## src/rtl/brerr_pkg.sv

```systemverilog
package brerr_pkg;
   typedef struct packed {
      logic tabort;
      logic serr;
      logic serr_lbus;
      logic lbus_merr;
   } brerr_ev_t;

   function automatic logic [15:0] bit_at(input int unsigned pos);
      logic [15:0] m;
      m = '0;
      m[pos] = 1'b1;
      return m;
   endfunction
endpackage

```

## src/rtl/w1c_cell.sv

```systemverilog
module w1c_cell (
   input  logic clk,
   input  logic rst_n,
   input  logic set_i,
   input  logic clr_i,
   output logic q_o
);
   always_ff @(posedge clk) begin
      if (!rst_n)      q_o <= 1'b0;
      else if (set_i)  q_o <= 1'b1;
      else if (clr_i)  q_o <= 1'b0;
   end
endmodule

```

## src/rtl/w1c_bank.sv

```systemverilog
module w1c_bank #(
   parameter int unsigned        W    = 16,
   parameter logic [W-1:0]       MASK = '0
) (
   input  logic         clk,
   input  logic         rst_n,
   input  logic [W-1:0] set_i,
   input  logic [W-1:0] clr_i,
   output logic [W-1:0] q_o
);
   for (genvar i = 0; i < W; i++) begin : g_bit
      if (MASK[i]) begin : g_live
         w1c_cell u_cell (
            .clk  (clk),
            .rst_n(rst_n),
            .set_i(set_i[i]),
            .clr_i(clr_i[i]),
            .q_o  (q_o[i])
         );
      end else begin : g_tie
         assign q_o[i] = 1'b0;
         logic unused_in;
         assign unused_in = set_i[i] ^ clr_i[i];
      end
   end
endmodule

```

## src/rtl/cfg_rd_mux.sv

```systemverilog
module cfg_rd_mux #(
   parameter int unsigned    AW     = 8,
   parameter int unsigned    W      = 16,
   parameter logic [AW-1:0]  ADDR_A = '0,
   parameter logic [AW-1:0]  ADDR_B = '1
) (
   input  logic          clk,
   input  logic          rst_n,
   input  logic [AW-1:0] addr,
   input  logic [W-1:0]  val_a,
   input  logic [W-1:0]  val_b,
   output logic [W-1:0]  rdata
);
   logic [W-1:0] sel;

   always_comb begin
      if (addr == ADDR_A)      sel = val_a;
      else if (addr == ADDR_B) sel = val_b;
      else                     sel = '0;
   end

   always_ff @(posedge clk) begin
      if (!rst_n) rdata <= '0;
      else        rdata <= sel;
   end
endmodule

```

## src/rtl/brerr_status_regs.sv

```systemverilog
module brerr_status_regs
   import brerr_pkg::*;
#(
   parameter int unsigned ADDR_W   = 8,
   parameter int unsigned DATA_W   = 16,
   parameter logic [7:0]  STD_ADDR = 8'h06,
   parameter logic [7:0]  ERR_ADDR = 8'h48,
   parameter int unsigned TA_BIT   = 11,
   parameter int unsigned SE_BIT   = 14,
   parameter int unsigned MED_BIT  = 0,
   parameter int unsigned SLE_BIT  = 1
) (
   input  logic              clk,
   input  logic              rst_n,
   input  logic              ev_tabort,
   input  logic              ev_serr,
   input  logic              ev_serr_lbus,
   input  logic              ev_lbus_merr,
   input  logic [ADDR_W-1:0] cfg_addr,
   input  logic [DATA_W-1:0] cfg_wdata,
   input  logic              cfg_wr,
   output logic [DATA_W-1:0] cfg_rdata
);
   localparam logic [DATA_W-1:0] STD_MASK = DATA_W'(bit_at(TA_BIT) | bit_at(SE_BIT));
   localparam logic [DATA_W-1:0] ERR_MASK = DATA_W'(bit_at(MED_BIT) | bit_at(SLE_BIT));
   localparam logic [ADDR_W-1:0] STD_A    = ADDR_W'(STD_ADDR);
   localparam logic [ADDR_W-1:0] ERR_A    = ADDR_W'(ERR_ADDR);

   if (DATA_W != 16) begin : g_bad_w
      $error("DATA_W must be 16");
   end
   if (ADDR_W < 7 || ADDR_W > 8) begin : g_bad_aw
      $error("ADDR_W must hold both register addresses");
   end
   if (STD_ADDR == ERR_ADDR) begin : g_bad_addr
      $error("register addresses must differ");
   end
   if (TA_BIT == SE_BIT || MED_BIT == SLE_BIT ||
       TA_BIT >= DATA_W || SE_BIT >= DATA_W ||
       MED_BIT >= DATA_W || SLE_BIT >= DATA_W) begin : g_bad_bits
      $error("flag positions must be distinct and inside DATA_W");
   end

   brerr_ev_t         ev;
   logic [DATA_W-1:0] std_set, err_set, std_clr, err_clr;
   logic [DATA_W-1:0] std_q, err_q;

   assign ev = '{tabort: ev_tabort, serr: ev_serr,
                 serr_lbus: ev_serr_lbus, lbus_merr: ev_lbus_merr};

   always_comb begin
      std_set          = '0;
      err_set          = '0;
      std_set[TA_BIT]  = ev.tabort;
      std_set[SE_BIT]  = ev.serr;
      err_set[SLE_BIT] = ev.serr & ev.serr_lbus;
      err_set[MED_BIT] = ev.lbus_merr;
      std_clr = (cfg_wr && cfg_addr == STD_A) ? cfg_wdata : '0;
      err_clr = (cfg_wr && cfg_addr == ERR_A) ? cfg_wdata : '0;
   end

   w1c_bank #(.W(DATA_W), .MASK(STD_MASK)) u_std (
      .clk(clk), .rst_n(rst_n), .set_i(std_set), .clr_i(std_clr), .q_o(std_q)
   );

   w1c_bank #(.W(DATA_W), .MASK(ERR_MASK)) u_err (
      .clk(clk), .rst_n(rst_n), .set_i(err_set), .clr_i(err_clr), .q_o(err_q)
   );

   cfg_rd_mux #(.AW(ADDR_W), .W(DATA_W), .ADDR_A(STD_A), .ADDR_B(ERR_A)) u_rd (
      .clk(clk), .rst_n(rst_n), .addr(cfg_addr),
      .val_a(std_q), .val_b(err_q), .rdata(cfg_rdata)
   );
endmodule

```

## config.mk

```make
export PLATFORM = sky130hd
export DESIGN_NAME = brerr_status_regs
export DESIGN_NICKNAME = d
export VERILOG_FILES = /design/src/rtl/brerr_pkg.sv /design/src/rtl/w1c_cell.sv /design/src/rtl/w1c_bank.sv /design/src/rtl/cfg_rd_mux.sv /design/src/rtl/brerr_status_regs.sv
export SDC_FILE = /design/constraint.sdc
export NUM_CORES = 1
export LEC_CHECK = 0
export CAP_MARGIN = 20
export CORE_MARGIN = 3
export CORE_UTILIZATION = 45
export DETAILED_ROUTE_END_ITERATION = 8
export PLACE_DENSITY = 0.89
export SETUP_SLACK_MARGIN = 0.4
export SYNTH_ARGS = -nofsm -noshare
export SYNTH_HDL_FRONTEND = slang
export SYNTH_HIERARCHICAL = 1
export SYNTH_SLANG_ARGS = --single-unit
```

## constraint.sdc

```tcl
create_clock -name clk -period 1.8 [get_ports clk]
set_input_delay 0.36 -clock clk [delete_from_list [all_inputs] [get_ports clk]]
set_output_delay 0.36 -clock clk [all_outputs]
set_load 0.005 [all_outputs]
```

==> flow_summary.json <==
{
  "irDropWorstVdd_mv": 0.3691,
  "wl_um": 2045,
  "antenna_found_initial": 0,
  "path_buf_inv": 1,
  "cts_tree": "done",
  "hold_start": "u_err/g_bit[0].g_live.u_cell/q_o$_SDFFE_PN0P_",
  "drt_iter0_drc": 26,
  "fin_crit_ns": 1.383,
  "slew_viol_final": 0,
  "critPathKind": "in2reg",
  "seqPwrFrac_pct": 54.2,
  "power_frac_comb_pct": 14.8,
  "ios": 47,
  "finalSetupViolCount": 0,
  "hold_viol": 0,
  "initial_core_util_pct": 47.77,
  "hold_depth": 2,
  "dp_slack_ns": -0.2164,
  "fin_ws_ns": 0.4175,
  "path_delay_family": "simple AND/OR/NAND/NOR gates",
  "gp_congestion": 0.7866,
  "required_ns": 2.01,
  "syn_avg_cell_area_sq_um": 10.21,
  "timing.final.crit_share_pct": 76.81,
  "vias": 811,
  "drive_gt1_share_pct": 31.54,
  "area_delta_synth_final_pct": 22.95,
  "endpoint_kind": "register",
  "syn-cell-area_sq_um": 1205,
  "r2r_cells": 2,
  "first_global_vias": 822,
  "grt_pass1_wl_um": 3401,
  "clk_pin_slew_ns": 0.11,
  "clk_latency_ns": 0.30,
  "drcViolationCount": 0,
  "dr.pass1.iters": 4,
  "ctsRootBufferMaster": "clkbuf_4",
  "cts.sinks": 20,
  "slowest_delay_ns": 0.53,
  "row_count": 18,
  "switching_share_pct": 23.38,
  "grt_max_degree": 12,
  "die_w_um": 57.75,
  "maxCapViolCount": 0,
  "synth.yosys.warnings": 6,
  "hold_class": "reg2reg",
  "portBuffers": 34,
  "cp_max_fo": 2,
  "timing.rr.start": "u_err/g_bit[1].g_live.u_cell/q_o$_SDFFE_PN0P_",
  "tns_ns": 0,
  "worst_path_max_delay_cell": "or4_4",
  "clock_path_buffers": 2,
  "start_kind": "input port",
  "cts_max_level": 1,
  "p_int_uw": 640.0,
  "final_cell_area_sq_um": 1481,
  "clock_power_share_pct": 30.9,
  "place_area_sq_um": 1445,
  "grt_usage_pct": 13.27,
  "rsz0062_at_grt": "no",
  "cellLeakagePower_uw": 0.0006420,
  "hpwlAfterDp_um": 1655,
  "holdBufCountCts": 0,
  "status": "completed",
  "switchingPower_uw": 195.3,
  "fmax_mhz": 723.3,
  "fp.dieArea_sq_um": 3334,
  "n_antenna_cell": 0,
  "overflow": 0,
  "utilization_pct": 58.73,
  "finalNetCount": 181,
  "ant_nets": 0,
  "hold-worst-slack_ns": 0.5206,
  "fin_worst_skew_ns": 0.0009701,
  "crit_arrival_ns": 1.59,
  "path_depth": 5,
  "crit_chain": "clkdlybuf4s15_1 > or4_4 > nor4_4 > nor2b_4 > o21a_1",
  "avgViaCountPerCell": 4.531,
  "syn-instance-count": 118,
  "core_sq_um": 2522,
  "p_per_area_nw_per_um2": 563.9,
  "die_y_um": 57.75,
  "wl_per_cell_um": 11.42,
  "cts_buffers": 3,
  "startpoint": "cfg_addr[7]"
}
-- flip-flops by register name (all words and copies together), names as in the netlist --
| name | flops |
|---|---|
| u_std/g_bit.g_live.u_cell/q_o | 2 |
| u_rd/rdata | 16 |
| u_err/g_bit.g_live.u_cell/q_o | 2 |
-- cell type report --
type	instances	area [sq um]
tap	30	37.54
fill	235	1041
timing repair buffer	41	364.1
inverter	1	3.754
sequential	20	401.6
clock buffer	4	36.28
multi-input combinational	83	638.1
-- stage by stage --
step	total power, uW	cells
after floorplan	575.8	144
after global placement	579.0	175
after detailed placement	584.9	175
after CTS	840.8	179
after global routing	873.7	179
final	835.3	179
-- final timing paths --
check                                                                endpoint  slack (ns)
worst min register to register                       u_rd/rdata[0]$_SDFF_PN0_        0.52
worst max-delay path            u_err/g_bit[1].g_live.u_cell/q_o$_SDFFE_PN0P_        0.42
worst max register to register  u_err/g_bit[1].g_live.u_cell/q_o$_SDFFE_PN0P_        1.08
worst min-delay path                                 u_rd/rdata[0]$_SDFF_PN0_        0.52
-- power by group through the flow --
stage               Sequential [uW]  Combinational [uW]  Clock (uW)
floorplan                       462                 113           0
global placement                463                 116           0
detailed placement              463                 122           0
CTS                             453                 120         268
global route                    454                 134         286
finish                          453                 124         258
-- routing by layer --
layer / vias up / GRT usage (%) / wire (um)
met4: 0 / 6.954 / 41
met3: 4 / 1.559 / 132
met1: 371 / 11.93 / 696
met5: - / 0 / 0
li1: 406 / - / -
met2: 30 / 27.74 / 1175
-- timing repair --
action,4_1_cts,5_1_grt
gates resized for setup,32,5
setup endpoints to repair,20,7
hold endpoints to repair,0,0
gates cloned,0,0
buffers inserted,0,0
pin swaps,5,2
-- cell usage in the layout (no fill, tap or decap), types with 4 or more instances in the layout --
cell type         n
a22oi_1           6
a22oi_2          10
buf_4             7
clkdlybuf4s50_1  10
conb_1           28
dfxtp_1          19
dlygate4sd2_1    19
nor2_1            6
nor2_2           10
nor2b_4           4
o21a_1            4
-- worst min-delay path, cell delays in order (launching register included) --
cell	delay [ns]
dfxtp_1	0.35
a22oi_1	0.07
nor2_1	0.07
Note: power is estimated with default switching activity, not from simulation.
